File: config.mk
export PLATFORM = sky130hd
export DESIGN_NAME = split_txn_bridge
export DESIGN_NICKNAME = d
export VERILOG_FILES = /design/src/rtl/stb_pkg.sv /design/src/rtl/stb_tag_fifo.sv /design/src/rtl/stb_req_fsm.sv /design/src/rtl/stb_rsp_fsm.sv /design/src/rtl/split_txn_bridge.sv
export SDC_FILE = /design/constraint.sdc
export NUM_CORES = 1
export LEC_CHECK = 0
export ABC_CLOCK_PERIOD_IN_PS = 2500
export BUFFER_PORTS_ARGS = -buffer_cell sky130_fd_sc_hd__buf_4
export CAP_MARGIN = 20
export CELL_PAD_IN_SITES_DETAIL_PLACEMENT = 0
export CELL_PAD_IN_SITES_GLOBAL_PLACEMENT = 1
export CORE_ASPECT_RATIO = 0.5
export CORE_MARGIN = 3
export CORE_UTILIZATION = 38
export DETAILED_ROUTE_END_ITERATION = 10
export PLACE_DENSITY_LB_ADDON = 0.15
export SETUP_SLACK_MARGIN = 0.2
export SLEW_MARGIN = 20
export SYNTH_ARGS = -nofsm -noshare
export SYNTH_HDL_FRONTEND = slang
export SYNTH_SLANG_ARGS = --single-unit
File: constraint.sdc
create_clock -name clk -period 2.5 [get_ports clk]
set_input_delay 0.125 -clock clk [delete_from_list [all_inputs] [get_ports clk]]
set_output_delay 0.125 -clock clk [all_outputs]
set_load 0.01 [all_outputs]
File: src/rtl/stb_pkg.sv
package stb_pkg;

    localparam logic [2:0] CMD_IDLE  = 3'b000;
    localparam logic [2:0] CMD_WRITE = 3'b001;
    localparam logic [2:0] CMD_READ  = 3'b010;

    localparam logic [1:0] RSP_NONE  = 2'b00;
    localparam logic [1:0] RSP_DVA   = 2'b01;

    typedef enum logic [1:0] {
        TAG_NONE  = 2'b00,
        TAG_READ  = 2'b01,
        TAG_WRITE = 2'b10
    } tag_e;

    typedef enum logic [1:0] {
        REQ_IDLE = 2'd0,
        REQ_SEND = 2'd1,
        REQ_HOLD = 2'd2
    } req_state_e;

    typedef enum logic [1:0] {
        RSP_IDLE    = 2'd0,
        RSP_RD_WAIT = 2'd1,
        RSP_WR_ACK  = 2'd2
    } rsp_state_e;

endpackage

File: src/rtl/stb_tag_fifo.sv
module stb_tag_fifo
    import stb_pkg::*;
#(
    parameter int DEPTH = 4
) (
    input  logic clk,
    input  logic rst_n,
    input  logic push,
    input  tag_e push_tag,
    input  logic pop,
    output tag_e head,
    output logic empty,
    output logic full
);

    localparam int PTR_W = (DEPTH > 1) ? $clog2(DEPTH) : 1;
    localparam int CNT_W = $clog2(DEPTH + 1);

    logic [PTR_W-1:0] wr_ptr;
    logic [PTR_W-1:0] rd_ptr;
    logic [CNT_W-1:0] count;
    tag_e             slot [DEPTH];

    function automatic logic [PTR_W-1:0] ptr_inc(input logic [PTR_W-1:0] p);
        return (p == PTR_W'(DEPTH - 1)) ? '0 : p + 1'b1;
    endfunction

    generate
        for (genvar i = 0; i < DEPTH; i++) begin : g_slot
            always_ff @(posedge clk) begin
                if (push && (wr_ptr == PTR_W'(i))) begin
                    slot[i] <= push_tag;
                end
            end
        end
    endgenerate

    always_ff @(posedge clk or negedge rst_n) begin
        if (!rst_n) begin
            wr_ptr <= '0;
            rd_ptr <= '0;
            count  <= '0;
        end else begin
            if (push) begin
                wr_ptr <= ptr_inc(wr_ptr);
            end
            if (pop) begin
                rd_ptr <= ptr_inc(rd_ptr);
            end
            unique case ({push, pop})
                2'b10:   count <= count + 1'b1;
                2'b01:   count <= count - 1'b1;
                default: count <= count;
            endcase
        end
    end

    assign head  = slot[rd_ptr];
    assign empty = (count == '0);
    assign full  = (count == CNT_W'(DEPTH));

    // the request side never queues into a full queue
    p_no_overflow_r8: assert property (@(posedge clk) disable iff (!rst_n)
        push |-> !full);

    // the response side never retires an entry that does not exist
    p_no_underflow_r6: assert property (@(posedge clk) disable iff (!rst_n)
        pop |-> !empty);

endmodule

File: src/rtl/stb_req_fsm.sv
module stb_req_fsm
    import stb_pkg::*;
#(
    parameter int ADDR_W = 16,
    parameter int DATA_W = 16
) (
    input  logic              clk,
    input  logic              rst_n,
    input  logic [2:0]        m_cmd,
    input  logic [ADDR_W-1:0] m_addr,
    input  logic [DATA_W-1:0] m_wdata,
    output logic              m_accept,
    output logic [2:0]        s_cmd,
    output logic [ADDR_W-1:0] s_addr,
    output logic [DATA_W-1:0] s_wdata,
    input  logic              s_accept,
    input  logic              fifo_full,
    input  logic              writes_owed,
    output logic              push,
    output tag_e              push_tag
);

    req_state_e        state;
    req_state_e        state_nxt;
    logic [2:0]        hold_cmd;
    logic [ADDR_W-1:0] hold_addr;
    logic [DATA_W-1:0] hold_wdata;
    logic              cmd_ok;

    assign cmd_ok = (m_cmd == CMD_WRITE) || (m_cmd == CMD_READ);

    always_ff @(posedge clk or negedge rst_n) begin
        if (!rst_n) begin
            state <= REQ_IDLE;
        end else begin
            state <= state_nxt;
        end
    end

    always_ff @(posedge clk or negedge rst_n) begin
        if (!rst_n) begin
            hold_cmd   <= CMD_IDLE;
            hold_addr  <= '0;
            hold_wdata <= '0;
        end else if ((state == REQ_IDLE) && m_accept) begin
            hold_cmd   <= m_cmd;
            hold_addr  <= m_addr;
            hold_wdata <= m_wdata;
        end
    end

    always_comb begin
        state_nxt = state;
        unique case (state)
            REQ_IDLE: begin
                if (m_accept) begin
                    state_nxt = ((m_cmd == CMD_READ) && writes_owed) ? REQ_HOLD : REQ_SEND;
                end
            end
            REQ_HOLD: begin
                if (!writes_owed) begin
                    state_nxt = REQ_SEND;
                end
            end
            REQ_SEND: begin
                if (s_accept) begin
                    state_nxt = REQ_IDLE;
                end
            end
            default: state_nxt = REQ_IDLE;
        endcase
    end

    always_comb begin
        m_accept = 1'b0;
        s_cmd    = CMD_IDLE;
        push     = 1'b0;
        push_tag = TAG_NONE;
        unique case (state)
            REQ_IDLE: m_accept = cmd_ok && !fifo_full;
            REQ_HOLD: ;
            REQ_SEND: begin
                s_cmd = hold_cmd;
                if (s_accept) begin
                    push     = 1'b1;
                    push_tag = (hold_cmd == CMD_READ) ? TAG_READ : TAG_WRITE;
                end
            end
            default: ;
        endcase
    end

    assign s_addr  = hold_addr;
    assign s_wdata = hold_wdata;

    // a stalled slave request keeps its command, address and data
    p_hold_stable_r3: assert property (@(posedge clk) disable iff (!rst_n)
        ((s_cmd != CMD_IDLE) && !s_accept) |=>
            ((s_cmd == $past(s_cmd)) && $stable(s_addr) && $stable(s_wdata)));

    // nothing new is taken from the master while a request is on the slave side
    p_single_flight_r4: assert property (@(posedge clk) disable iff (!rst_n)
        (s_cmd != CMD_IDLE) |-> !m_accept);

    // a read only reaches the slave once no write completion is owed
    p_read_after_writes_r7: assert property (@(posedge clk) disable iff (!rst_n)
        (s_cmd == CMD_READ) |-> !writes_owed);

endmodule

File: src/rtl/stb_rsp_fsm.sv
module stb_rsp_fsm
    import stb_pkg::*;
#(
    parameter int DATA_W = 16
) (
    input  logic              clk,
    input  logic              rst_n,
    input  logic              fifo_empty,
    input  tag_e              head,
    input  logic [1:0]        s_resp,
    input  logic [DATA_W-1:0] s_rdata,
    output logic [1:0]        m_resp,
    output logic [DATA_W-1:0] m_rdata,
    output logic              pop
);

    rsp_state_e state;
    rsp_state_e state_nxt;
    logic       rd_here;

    assign rd_here = !fifo_empty && (head == TAG_READ) && (s_resp == RSP_DVA);

    always_ff @(posedge clk or negedge rst_n) begin
        if (!rst_n) begin
            state <= RSP_IDLE;
        end else begin
            state <= state_nxt;
        end
    end

    always_comb begin
        state_nxt = state;
        unique case (state)
            RSP_IDLE: begin
                if (!rd_here && !fifo_empty) begin
                    state_nxt = (head == TAG_WRITE) ? RSP_WR_ACK : RSP_RD_WAIT;
                end
            end
            RSP_RD_WAIT: begin
                if (rd_here) begin
                    state_nxt = RSP_IDLE;
                end
            end
            RSP_WR_ACK: state_nxt = RSP_IDLE;
            default:    state_nxt = RSP_IDLE;
        endcase
    end

    always_comb begin
        m_resp  = RSP_NONE;
        m_rdata = '0;
        pop     = 1'b0;
        unique case (state)
            RSP_IDLE, RSP_RD_WAIT: begin
                if (rd_here) begin
                    m_resp  = RSP_DVA;
                    m_rdata = s_rdata;
                    pop     = 1'b1;
                end
            end
            RSP_WR_ACK: begin
                m_resp = RSP_DVA;
                pop    = 1'b1;
            end
            default: ;
        endcase
    end

    // a slave answer for an owed transaction is passed on in the same cycle
    p_forward_r6: assert property (@(posedge clk) disable iff (!rst_n)
        ((s_resp == RSP_DVA) && !fifo_empty) |->
            ((m_resp == RSP_DVA) && (m_rdata == s_rdata)));

    // a slave answer with nothing owed does not reach the master
    p_stray_ignored_r9: assert property (@(posedge clk) disable iff (!rst_n)
        ((s_resp == RSP_DVA) && fifo_empty) |-> (m_resp == RSP_NONE));

    // a manufactured write completion carries zero data
    p_wr_ack_zero_r5: assert property (@(posedge clk) disable iff (!rst_n)
        ((m_resp == RSP_DVA) && (s_resp != RSP_DVA)) |-> (m_rdata == '0));

endmodule

File: src/rtl/split_txn_bridge.sv
module split_txn_bridge
    import stb_pkg::*;
#(
    parameter int ADDR_W = 16,
    parameter int DATA_W = 16,
    parameter int DEPTH  = 4
) (
    input  logic              clk,
    input  logic              rst_n,
    input  logic [2:0]        m_cmd,
    input  logic [ADDR_W-1:0] m_addr,
    input  logic [DATA_W-1:0] m_wdata,
    output logic              m_accept,
    output logic [1:0]        m_resp,
    output logic [DATA_W-1:0] m_rdata,
    output logic [2:0]        s_cmd,
    output logic [ADDR_W-1:0] s_addr,
    output logic [DATA_W-1:0] s_wdata,
    input  logic              s_accept,
    input  logic [1:0]        s_resp,
    input  logic [DATA_W-1:0] s_rdata
);

    localparam int OWED_W = $clog2(DEPTH + 1);

    logic              push;
    tag_e              push_tag;
    logic              pop;
    tag_e              head;
    logic              fifo_empty;
    logic              fifo_full;
    logic [OWED_W-1:0] wr_owed;
    logic              wr_inc;
    logic              wr_dec;

    assign wr_inc = push && (push_tag == TAG_WRITE);
    assign wr_dec = pop && (head == TAG_WRITE);

    always_ff @(posedge clk or negedge rst_n) begin
        if (!rst_n) begin
            wr_owed <= '0;
        end else begin
            unique case ({wr_inc, wr_dec})
                2'b10:   wr_owed <= wr_owed + 1'b1;
                2'b01:   wr_owed <= wr_owed - 1'b1;
                default: wr_owed <= wr_owed;
            endcase
        end
    end

    stb_req_fsm #(
        .ADDR_W (ADDR_W),
        .DATA_W (DATA_W)
    ) u_req (
        .clk         (clk),
        .rst_n       (rst_n),
        .m_cmd       (m_cmd),
        .m_addr      (m_addr),
        .m_wdata     (m_wdata),
        .m_accept    (m_accept),
        .s_cmd       (s_cmd),
        .s_addr      (s_addr),
        .s_wdata     (s_wdata),
        .s_accept    (s_accept),
        .fifo_full   (fifo_full),
        .writes_owed (wr_owed != '0),
        .push        (push),
        .push_tag    (push_tag)
    );

    stb_tag_fifo #(
        .DEPTH (DEPTH)
    ) u_fifo (
        .clk      (clk),
        .rst_n    (rst_n),
        .push     (push),
        .push_tag (push_tag),
        .pop      (pop),
        .head     (head),
        .empty    (fifo_empty),
        .full     (fifo_full)
    );

    stb_rsp_fsm #(
        .DATA_W (DATA_W)
    ) u_rsp (
        .clk        (clk),
        .rst_n      (rst_n),
        .fifo_empty (fifo_empty),
        .head       (head),
        .s_resp     (s_resp),
        .s_rdata    (s_rdata),
        .m_resp     (m_resp),
        .m_rdata    (m_rdata),
        .pop        (pop)
    );

    // every answer to the master corresponds to an owed transaction
    p_resp_owed_r7: assert property (@(posedge clk) disable iff (!rst_n)
        (m_resp == RSP_DVA) |-> !fifo_empty);

    // owed write completions never exceed the queue capacity
    p_owed_bounded_r8: assert property (@(posedge clk) disable iff (!rst_n)
        wr_owed <= OWED_W'(DEPTH));

endmodule

Yosys cells after proc, flatten, opt, wreduce, memory -nomap -nowiden
Memory sizes are Yosys's and may differ from the RTL's.
Index checks and enable logic that the tools add are counted.
Storage, ports and cells
  output and inout bits: 54
  memories kept: 1
  logic and storage cells: 113
  RAM bits: 8
  flip-flop bits (word level): 49
  bits of input ports: 56
Memories
  u_fifo.slot: depth 4, width 2, read ports 1, clocked after memory_dff 0, write ports 1, RTL line stb_tag_fifo.sv:22  | tag_e slot [DEPTH];
Operators by class
  muxes and demuxes: 43
  reductions and logical operators: 29
  equal/unequal tests: 25
  $add $sub $neg: 6
Operators by type and width (count)
  2-bit two-way mux: 18
  16-bit two-way mux: 2
  2-bit equality test (second input constant): 9
  1-bit two-way mux: 16
  2-bit by 1-bit equality test with 1-bit output (second input constant): 7
  1-bit logical AND: 12
  3-bit one-hot mux with 2 select lines: 2
  2-bit one-hot mux with 2 select lines: 2
  2-bit OR reduction: 4
  3-bit by 1-bit adder with 3-bit output (second input constant): 2
  3-bit by 2-bit equality test with 1-bit output (second input constant): 2
  2-bit zero test: 3
  2-bit by 1-bit != test with 1-bit output (second input constant): 3
  2-bit one-hot mux with 3 select lines: 1
  3-bit by 1-bit subtractor with 3-bit output (second input constant): 2
  2-bit by 1-bit adder with 2-bit output (second input constant): 2
  2-bit != test (second input constant): 2
  2-bit nonzero test: 2
  3-bit by 1-bit equality test with 1-bit output (second input constant): 1
  3-bit equality test (second input constant): 1
  1-bit zero test: 3
  3-bit zero test: 1
  3-bit two-way mux: 1
  3-bit AND reduction: 1
  4 further kinds: 4

Longest topological paths before layout
Gate-level depths: netlist of run 1.
  depth after elaboration: 9
  gate-level depth with buffers: 10
  depth with buffers taken out: 10

Hierarchy
From an unflattened synthesis of run 1, not the netlist that was laid out.
Unflattened totals
  cell total of the unflattened synthesis: 190
  area, all modules: 2736.4 um^2
By module, submodules not included
  stb_req_fsm: times used 1, seq. area each 925.9 um^2, area each 1587.8 um^2, cells each 98
  stb_tag_fifo: times used 1, seq. area each 415.4 um^2, area each 713.2 um^2, cells each 48
  stb_rsp_fsm: times used 1, seq. area each 50.0 um^2, area each 264.0 um^2, cells each 31
  split_txn_bridge: times used 1, seq. area each 75.1 um^2, area each 171.4 um^2, cells each 13

Worst setup path before layout of run 1
No wires, ideal clock.
  path type: flip-flop to flip-flop
  start: memory u_fifo.slot[3][0] (netlist bit)
  end: register u_fifo.count[2]
  setup time: 0.125 ns
  slack: 0.360 ns
  path buffers: 0
  cell stages (with the launch flop): 11
  required time: 2.375 ns
  arrival time: 2.015 ns
  period minus slack after synthesis: 2.140 ns
  cell sequence: edfxtp_1 > nor2b_1 > mux4_2 > a21boi_4 > inv_1 > ha_1 > inv_1 > fa_1 > xor2_1 > nor2_1 > xor2_1
On the way
  cells in the longest elaborated chain, start to end: 8
  elaborated cells between the ends (all ways): 10
  classes of those cells: eq/ne (3); mux (3); reduce/logical (3); memory (1)
RTL lines
  start, declared: RTL line stb_tag_fifo.sv:22
  memory read 4 x 2 bit *
  2-bit by 1-bit equality test with 1-bit output *: RTL line stb_rsp_fsm.sv:21  | assign rd_here = !fifo_empty && (head == TAG_READ) && (s_resp == RSP_DVA);
  1-bit logical AND * (2 in a row): RTL line stb_rsp_fsm.sv:21
  1-bit two-way mux *: RTL line stb_rsp_fsm.sv:55  | if (rd_here) begin
  1-bit one-hot mux with 2 select lines *: RTL line stb_rsp_fsm.sv:53  | unique case (state)
  named net pop: RTL line split_txn_bridge.sv:28  | logic pop;
  2-bit by 1-bit equality test with 1-bit output / 2-bit equality test (equally long branches): RTL line stb_tag_fifo.sv:50  | unique case ({push, pop})
  3-bit one-hot mux with 2 select lines / 2-bit nonzero test (equally long branches)
  end signal, assigned: RTL line stb_tag_fifo.sv:51  | 2'b10: count <= count + 1'b1;
  end signal, assigned: RTL line stb_tag_fifo.sv:52  | 2'b01: count <= count - 1'b1;
  end signal, assigned: RTL line stb_tag_fifo.sv:53  | default: count <= count;
  end, declared: RTL line stb_tag_fifo.sv:21  | logic [CNT_W-1:0] count;
Mark *: on every way through the listed nets, which the timed path passes. The rest lies on a longest branch.
A chain may end at the register's enable or synchronous reset.

Worst setup path after layout of run 1
  start: memory u_fifo.slot[3][0] (netlist bit)
  end: register wr_owed[2]
On the way
  cells in the longest elaborated chain, start to end: 9
  elaborated cells between the ends (all ways): 12
  classes of those cells: eq/ne (4); mux (3); reduce/logical (4); memory (1)
RTL lines
  memory read 4 x 2 bit *
  2-bit by 1-bit equality test with 1-bit output: RTL line stb_rsp_fsm.sv:21
  1-bit logical AND (2 in a row): RTL line stb_rsp_fsm.sv:21
  1-bit two-way mux: RTL line stb_rsp_fsm.sv:55
  1-bit one-hot mux with 2 select lines: RTL line stb_rsp_fsm.sv:53
  1-bit logical AND *: RTL line split_txn_bridge.sv:37  | assign wr_dec = pop && (head == TAG_WRITE);
  2-bit by 1-bit equality test with 1-bit output / 2-bit equality test (equally long branches): RTL line split_txn_bridge.sv:43  | unique case ({wr_inc, wr_dec})
  3-bit one-hot mux with 2 select lines / 2-bit nonzero test (equally long branches)
  end signal, assigned: RTL line split_txn_bridge.sv:44  | 2'b10: wr_owed <= wr_owed + 1'b1;
  end signal, assigned: RTL line split_txn_bridge.sv:45  | 2'b01: wr_owed <= wr_owed - 1'b1;
  end signal, assigned: RTL line split_txn_bridge.sv:46  | default: wr_owed <= wr_owed;
  end, declared: RTL line split_txn_bridge.sv:32  | logic [OWED_W-1:0] wr_owed;
Mark *: on every way between the ends. The rest lies on a longest branch, timed or not.

==> results of run 1 <==
-- cells in the mapped netlist --
cell type,number
o21ai_1,1
nor3_1,5
inv_1,10
buf_6,1
nand2_1,2
edfxtp_1,8
buf_4,2
mux2i_1,2
o21ai_0,1
mux4_2,2
buf_12,3
nand3_1,1
nand2b_1,6
dfrtp_1,49
mux2_4,28
a21oi_1,2
conb_1,1
a211oi_2,1
and2_1,3
or4b_1,1
mux2_2,9
nor4b_1,1
and3_1,20
nor4b_2,1
a21o_1,1
clkbuf_1,1
fa_1,2
a21boi_4,1
nor2b_1,6
clkbuf_2,1
xnor2_1,3
xor2_1,4
nor2_1,10
nor4_1,2
nor3b_2,1
ha_1,7
or3_1,1
nor3_4,1
-- registers in the layout (all words and copies together), names as in the netlist --
register	cells
u_req.s_wdata	16
wr_owed	3
u_fifo.slot	8
u_fifo.count	3
u_req.state	2
u_fifo.rd_ptr	2
u_req.hold_cmd	3
u_rsp.state	2
u_req.s_addr	16
u_fifo.wr_ptr	2
-- through the flow --
stage / util (%) / std cells / power (mW) / hold slack [ns] / cell area (um2)
after floorplan: - / 201 / 2.72 / -0.171 / 2810
after global placement: 53.2 / 396 / 3.41 / 0.185 / 3690
after detailed placement: 53.2 / 396 / 3.45 / 0.190 / 3690
after CTS: 58.4 / 414 / 4.89 / 0.0206 / 4050
after global routing: 59.1 / 416 / 5.17 / 0.0217 / 4100
final: 59.1 / 416 / 4.86 / 0.0219 / 4100
-- cell families after synthesis --
kind of cell	share of synthesized area, %
XOR/XNOR	2.18
AND/OR/NAND/NOR	13.3
adder cells (fa/ha/maj)	4.54
buffers and inverters	4.72
multiplexers	20.9
flip-flops	52.1
other	0.133
AO/OA/AOI/OAI	2.09
-- per-layer routing --
layer  global-route usage [%]  up-vias  part of all wire [%]  wire [um]
met5                        0        -                     0          0
met4                     3.17        0                  0.96         55
met2                     24.8       80                    48       2730
met1                     15.5      952                    40       2300
li1                         -      937                     -          -
met3                     7.29        6                    11        636
-- cell type report --
class | count | area share, %
Sequential cell | 57 | 35.8
Multi-Input combinational cell | 126 | 30.7
Timing Repair Buffer | 115 | 21.4
Clock buffer | 11 | 5.92
Tap cell | 92 | 2.81
Clock inverter | 5 | 2.50
Inverter | 10 | 0.915
-- worst max-delay path by stage --
stage | start | cells after the start | to
after floorplan | u_fifo.slot[3][0] | 10 | u_fifo.count[2]
after global placement | u_fifo.count[0] | 10 | u_fifo.count[2]
after detailed placement | u_fifo.count[0] | 10 | u_fifo.count[2]
after CTS | u_fifo.slot[3][0] | 9 | wr_owed[2]
after global routing | u_fifo.slot[3][0] | 9 | wr_owed[2]
final | u_fifo.slot[3][0] | 9 | wr_owed[2]
-- timing repair --
item	4_1_cts	5_1_grt
pin swaps	1	5
hold endpoints to repair	49	0
hold buffers	1	0
setup buffers	1	2
setup endpoints to repair	2	3
gates resized for setup	0	10
-- power groups by stage --
stage          Combinational (mW)  Sequential [mW]  Clock (mW)
2_1_floorplan               0.999             1.72           0
5_1_grt                      1.98             1.72        1.47
4_1_cts                      1.82             1.65        1.43
3_3_place_gp                 1.77             1.63           0
6_report                     1.81             1.65        1.39
3_5_place_dp                 1.81             1.64           0
==> impl_metrics.ini, run 1 <==
[outcome]
status = finished clean

[logic_synthesis]
synth.distinct_cells = 38
syn_inst = 201
netlist.area_leader.share_pct = 43.6
ys_seq_area_share_pct = 52.1
yosys_warnings = 0
synth.largest_area_cell = dfrtp_1
syn-num-nets = 266
synth_area_mm2 = 0.00281
avgSynthCellArea_um2 = 14.0
synthTopCellsByArea = dfrtp_1 (44%), mux2_4 (15%), edfxtp_1 (8.5%)
ys_ff_latch = 57

[critical_path]
cp_common_cell = xor2_1
rr_endpoint = wr_owed[2]
crit_family = adder cells
critPathCaptureType = flip-flop
startpoint_type = flip-flop
crit_path_max_incr_delay_ns = 0.51
path_cells = nand2b_4 -> mux4_2 -> nor2_2 -> ha_2 -> inv_1 -> fa_2 -> xor2_1 -> nor2_1 -> xor2_1
worstPathArrival_ns = 2.46
worstReg2RegStart = u_fifo.slot[3][0]
r2r_cells = 9
cp_slowest_cell = mux4_2
path_class = reg -> reg
critPathBufInv = 1
worstPathRequired_ns = 2.74
crit_fanout = 2
rrSetupSlack_ns = 0.28

[detailed_routing]
route.detailed.drc = 0
drt_pass1_iterations = 4
antenna_left = 0
drt-total-wl_um = 5710
via_per_inst = 4.75
vias = 1975
avgRoutedWirePerCell_um = 13.7
drtIter0Drc = 53

[clock_network]
clk_pin_slew_worst_paths_ns = 0.05
cts_buffers = 9
clockRootBuffer = clkbuf_16
cts.sinks = 57
clkLatencyLatePin_ns = 0.32
ctsHtreeMaxLevel = 3
clockBufferDepth = 2
cts_tree = built

[pwr]
p_sw_mw = 1.40
pwr-share-seq_pct = 34.0
cellLeakagePower_nw = 2.04
peakVddDrop_mv = 0.527
power_density_mw_per_mm2 = 1180
sw_frac_of_total_pct = 28.9
p_int_mw = 3.45
clkPwrFrac_pct = 28.7
p_comb_share_pct = 37.3

[global_routing]
antenna_found_initial = 0
grt_pass1_vias = 2104
grt_max_degree = 50
grt_pass1_wl_um = 9450
grtUsageTotal_pct = 14.1
overflow = 0

[run]
cap_violations = 0

[layout]
fillers = 590
diodes = 0
multi_input_area_mm2 = 0.00126
nets = 384
syn_to_final_growth_pct = 45.8
mostFrequentLayoutCells = buf_4 (113), dfrtp_1 (49), mux2_4 (28), and3_1 (20)
final-seq-area_mm2 = 0.00147
layout_commonest_cell = buf_4
drive_gt1_share_pct = 56.2

[placed_design]
hpwl_um = 4120
gp_congestion = 0.713
io_buffers = 108
dp_slack_ns = 0.0888

[sta]
timing.fmax_mhz = 451
rsz0062_at_grt = yes
hold_viol = 0
slew_headroom_pct = 57.4
tns_ns = 0
period_share_pct = 88.7
worst_pin_slew_ns = 0.638
period_minus_slack_ns = 2.22
slew_viol_final = 0
setup_viol = 0
worst_slack_ns = 0.282
skew_ns = 0.00599

[hold_path]
min_path_type = in -> reg
hp-start = m_cmd[1]
min_path_cells = 2
hold_end = u_req.hold_cmd[0]

[floorplan]
start_util_pct = 40.5
die-area_mm2 = 0.00853
die_h_um = 66.8
core_mm2 = 0.00694
std_cell_rows = 21
die_x_um = 128
ioPinCount = 110
(Power assumes the default switching activity.)
==> run 2, diff against run 1 <==
Settings changed: RECOVER_POWER from default to 50, SLEW_MARGIN 20 to default.
==> run 2 against run 1 <==
Clock-buffer cell count did not move. Hold slack better by 0.0033 ns. Register-to-register slack barely moved. Utilization decreased by 1.8 points. Sequential cell count unchanged. First-iteration DRC count grew 11%. Clock skew about the same. Cell count stayed put. Non-clock buffer count is the same. Worst setup slack about the same. Critical path type unchanged.
==> impl_metrics.ini, run 2 (synthesis gave the netlist of run 1 again) <==
[sta]
hold_ws_ns = 0.0251
slew_headroom_pct = 17.8
period_share_pct = 88.7
period_minus_slack_ns = 2.22
worst_slack_ns = 0.282
tns_ns = 0
rsz0062_at_grt = yes
slew_viol_final = 0
worst_pin_slew_ns = 1.23
skew_ns = 0.00596
timing.fmax_mhz = 451
hold_viol = 0
setup_viol = 0

[placed_design]
io_buffers = 108
dp_slack_ns = 0.0888
gp_congestion = 0.713
hpwl_um = 4120

[hold_path]
hp-start = m_cmd[1]
hold_end = u_req.hold_cmd[0]
min_path_type = in -> reg
min_path_cells = 2

[global_routing]
grtUsageTotal_pct = 14.1
overflow = 0
antenna_found_initial = 0
grt_pass1_wl_um = 9450
grt_pass1_vias = 2104
grt_max_degree = 50

[floorplan]
std_cell_rows = 21
start_util_pct = 40.5
die_h_um = 66.8
die_x_um = 128
core_mm2 = 0.00694
ioPinCount = 110
die-area_mm2 = 0.00853

[outcome]
status = finished clean

[layout]
final-seq-area_mm2 = 0.00147
final_util_pct = 57.3
syn_to_final_growth_pct = 41.3
drive_gt1_share_pct = 46.0
mostFrequentLayoutCells = buf_4 (79), dfrtp_1 (49), clkbuf_1 (34), mux2_4 (28), and3_1 (20)
multi_input_area_mm2 = 0.00126
fillers = 622
diodes = 0
layout_commonest_cell = buf_4
nets = 384

[clock_network]
clockBufferDepth = 2
cts_buffers = 9
cts.sinks = 57
clkLatencyLatePin_ns = 0.31
clockRootBuffer = clkbuf_16
clk_pin_slew_worst_paths_ns = 0.05
ctsHtreeMaxLevel = 3
cts_tree = built

[detailed_routing]
via_per_inst = 4.75
drt_pass1_iterations = 4
drtIter0Drc = 59
route.detailed.drc = 0
vias = 1978
avgRoutedWirePerCell_um = 13.6
antenna_left = 0
drt-total-wl_um = 5670

[critical_path]
worstPathRequired_ns = 2.74
r2r_cells = 9
startpoint_type = flip-flop
rrSetupSlack_ns = 0.28
rr_endpoint = wr_owed[2]
critPathCaptureType = flip-flop
path_class = reg -> reg
worstPathArrival_ns = 2.46
worstReg2RegStart = u_fifo.slot[3][0]
crit_fanout = 2

[pwr]
power_density_mw_per_mm2 = 1160
sw_frac_of_total_pct = 30.0
power_mw = 4.63
peakVddDrop_mv = 0.470
p_sw_mw = 1.39
p_comb_share_pct = 34.5
cellLeakagePower_nw = 1.92
clkPwrFrac_pct = 30.0
pwr-share-seq_pct = 35.5
p_int_mw = 3.24

[run]
cap_violations = 0
[run 2: worst max path at each step]
stage                                  from              end  slack (ns)  depth (start not counted)
final                     u_fifo.slot[3][0]       wr_owed[2]        0.28                          9
after global routing      u_fifo.slot[3][0]       wr_owed[2]        0.14                          9
after CTS                 u_fifo.slot[3][0]       wr_owed[2]        0.21                          9
after detailed placement    u_fifo.count[0]  u_fifo.count[2]        0.09                         10
after global placement      u_fifo.count[0]  u_fifo.count[2]        0.22                         10
after floorplan           u_fifo.slot[3][0]  u_fifo.count[2]        0.36                         10
[run 2: stage by stage]
| stage | cell area (um2) | cells |
|---|---|---|
| floorplan | 2810 | 201 |
| global placement | 3690 | 396 |
| detailed placement | 3690 | 396 |
| CTS | 4050 | 414 |
| global route | 3970 | 416 |
| finish | 3970 | 416 |
[run 2: area by class of cell]
type,instances,area share [%]
Inverter,10,0.945
Clock buffer,11,6.11
Sequential cell,57,36.9
Timing Repair Buffer,115,18.9
Multi-Input combinational cell,126,31.6
Tap cell,92,2.90
Clock inverter,5,2.58
[run 2: worst max-delay path: stages (launching register included)]
cell	delay [ns]
edfxtp_1	0.39
nand2b_4	0.15
mux4_2	0.51
nor2_2	0.12
ha_2	0.19
inv_1	0.05
fa_2	0.33
xor2_1	0.14
nor2_1	0.12
xor2_1	0.14
[run 2: routing by layer]
metal	routed length (um)	vias up	share of wire, %	GRT usage [%]
li1	-	938	-	-
met1	2290	956	40	15.5
met5	0	-	0	0
met2	2730	78	48	24.8
met4	50	0	0.88	3.17
met3	587	6	10	7.29
[run 2: repair_timing]
action / 4_1_cts / 5_1_grt
resized for setup: 0 / 10
hold buffers: 1 / 0
buffers inserted: 1 / 2
endpoints found under the hold margin: 49 / 0
endpoints found under the setup margin: 2 / 3
pin swaps: 1 / 5
[run 2: power groups by stage]
stage / logic (mW) / registers (mW) / clock network (mW)
6_report: 1.60 / 1.64 / 1.39
5_1_grt: 1.77 / 1.71 / 1.47
4_1_cts: 1.82 / 1.65 / 1.43
3_5_place_dp: 1.81 / 1.64 / 0
3_3_place_gp: 1.77 / 1.63 / 0
2_1_floorplan: 0.999 / 1.72 / 0
==> run 3, diff against run 2 <==
Settings changed: ABC_CLOCK_PERIOD_IN_PS 2500 to 2600, CELL_PAD_IN_SITES_DETAIL_PLACEMENT 0 to 1, CORE_UTILIZATION 38 to 41.
Clock period 2.5 ns to 2.6 ns, I/O delays scaled along.
==> run 3 against run 2 <==
Die area decreased by 6.8%. Cell area decreased by 2.9%. Clock-buffer cell count is 1 higher. Hold slack better by 0.012 ns. Utilization up 3.4 points. Sequential power fell by 4%. Sequential share of layout area grew 1.1 points. Clock power is 27% lower. Power shrank 10%. Global-route usage increased by 3.9 points. Highest routed layer unchanged.
==> impl_metrics.ini, run 3 (synthesis gave the netlist of run 1 again) <==
[sta]
worst_pin_slew_ns = 1.20
slew_viol_final = 0
slew_headroom_pct = 19.8
period_share_pct = 87.4
tns_ns = 0
setup_viol = 0
timing.fmax_mhz = 440
period_minus_slack_ns = 2.27
skew_ns = 0.00438
rsz0062_at_grt = no
hold_viol = 0

[global_routing]
antenna_found_initial = 0
grt_pass1_vias = 2228
grt_max_degree = 50
overflow = 0
grt_pass1_wl_um = 10900
grtUsageTotal_pct = 18.0

[clock_network]
cts.sinks = 57
cts_buffers = 9
clockBufferDepth = 2
cts_tree = built
clockRootBuffer = clkbuf_16
ctsHtreeMaxLevel = 3
clk_pin_slew_worst_paths_ns = 0.05
clkLatencyLatePin_ns = 0.32

[detailed_routing]
drt-total-wl_um = 6610
avgRoutedWirePerCell_um = 16.1
drt_pass1_iterations = 4
route.detailed.drc = 0
drtIter0Drc = 64
antenna_left = 0
via_per_inst = 4.83
vias = 1991

[pwr]
p_sw_mw = 1.37
power_density_mw_per_mm2 = 1080
sw_frac_of_total_pct = 33.0
clkPwrFrac_pct = 24.2
p_comb_share_pct = 37.8
pwr-share-seq_pct = 38.0
peakVddDrop_mv = 0.579
cellLeakagePower_nw = 1.88
p_int_mw = 2.79

[floorplan]
die_h_um = 64.6
ioPinCount = 110
core_mm2 = 0.00636
start_util_pct = 44.3
die_x_um = 123
std_cell_rows = 20
die-area_mm2 = 0.00795

[layout]
diodes = 0
final_cell_count_no_fill = 412
stdcell_area_mm2 = 0.00386
layout_commonest_cell = buf_4
drive_gt1_share_pct = 44.1
mostFrequentLayoutCells = buf_4 (80), dfrtp_1 (48), clkbuf_1 (35), mux2_4 (28), and3_1 (20)
syn_to_final_growth_pct = 37.1
nets = 384

[outcome]
status = finished clean

[critical_path]
path_class = reg -> reg
crit_path_max_incr_delay_ns = 0.51
critPathBufInv = 2
r2r_cells = 10
critPathCaptureType = flip-flop
crit_fanout = 3
path_cells = nor2b_1 -> mux4_2 -> a21boi_4 -> inv_1 -> ha_1 -> inv_1 -> fa_1 -> xor2_1 -> nor2_1 -> xor2_1
worstPathRequired_ns = 2.80
worstReg2RegStart = u_fifo.slot[3][0]
rrSetupSlack_ns = 0.33
cp_slowest_cell = mux4_2
startpoint_type = flip-flop
crit_family = multiplexers
rr_endpoint = u_fifo.count[2]
worstPathArrival_ns = 2.47

[run]
cap_violations = 0

[placed_design]
dpl.cell_count = 391
gp_congestion = 0.709
placed_area_mm2 = 0.00367
hpwl_um = 5030
io_buffers = 108

[hold_path]
min_path_type = in -> reg
hold_end = u_req.hold_cmd[0]
hp-start = m_cmd[1]
min_path_cells = 2
==> run 3: worst max path at each step <==
stage,from,endpoint,slack (ns),cells after the start
finish,u_fifo.slot[3][0],u_fifo.count[2],0.33,10
global route,u_fifo.slot[3][0],u_fifo.count[2],0.20,10
CTS,u_fifo.slot[3][0],wr_owed[2],0.21,9
detailed placement,u_fifo.count[0],u_fifo.count[2],0.10,10
global placement,u_fifo.count[0],u_fifo.count[2],0.32,10
floorplan,u_fifo.slot[3][0],u_fifo.count[2],0.46,10
==> run 3: per-layer routing <==
metal	up-vias	wire, um	GRT usage (%)
met1	966	2550	19.5
met5	-	0	0
met4	0	112	6.34
met2	83	3220	31.3
met3	12	724	8.28
li1	930	-	-
==> run 3: final cells by class <==
type,instances,area (um2)
clock buffers,12,236
clock inverters,4,20.0
fillers,667,2500
inverters,10,37.5
multi-input cells,126,1230
flip-flops and latches,57,1470
well taps,88,110
repair buffers,115,756
==> run 3: timing repair <==
item | CTS | global route
cloned | 0 | 0
pin swaps | 1 | 4
buffers inserted | 2 | 2
hold buffers | 1 | 0
resized for setup | 2 | 3
setup endpoints to repair | 3 | 3
hold endpoints to repair | 49 | 0
==> run 3: power groups by stage <==
stage,logic (mW),registers [mW],clock network (mW)
after floorplan,0.961,1.65,0
after global placement,1.70,1.57,0
after detailed placement,1.78,1.59,0
after CTS,1.81,1.59,1.04
after global routing,1.73,1.64,1.08
final,1.57,1.58,1.01
==> run 3: worst register-to-register path: stages (launching register included) <==
cell and delay (ns):
edfxtp_1 0.37, nor2b_1 0.13, mux4_2 0.51, a21boi_4 0.19, inv_1 0.10, ha_1 0.22, inv_1 0.08, fa_1 0.18
xor2_1 0.17, nor2_1 0.07, xor2_1 0.14
==> run 3: stage by stage <==
step / utilization, % / total power [mW] / hold slack [ns] / worst slack, ns
after global routing: 60.7 / 4.46 / 0.0282 / 0.196
final: 60.7 / 4.16 / 0.0375 / 0.328
after global placement: 57.8 / 3.27 / 0.182 / 0.317
after floorplan: - / 2.62 / -0.166 / 0.460
after CTS: 62.3 / 4.43 / 0.0247 / 0.205
after detailed placement: 57.8 / 3.37 / 0.195 / 0.103
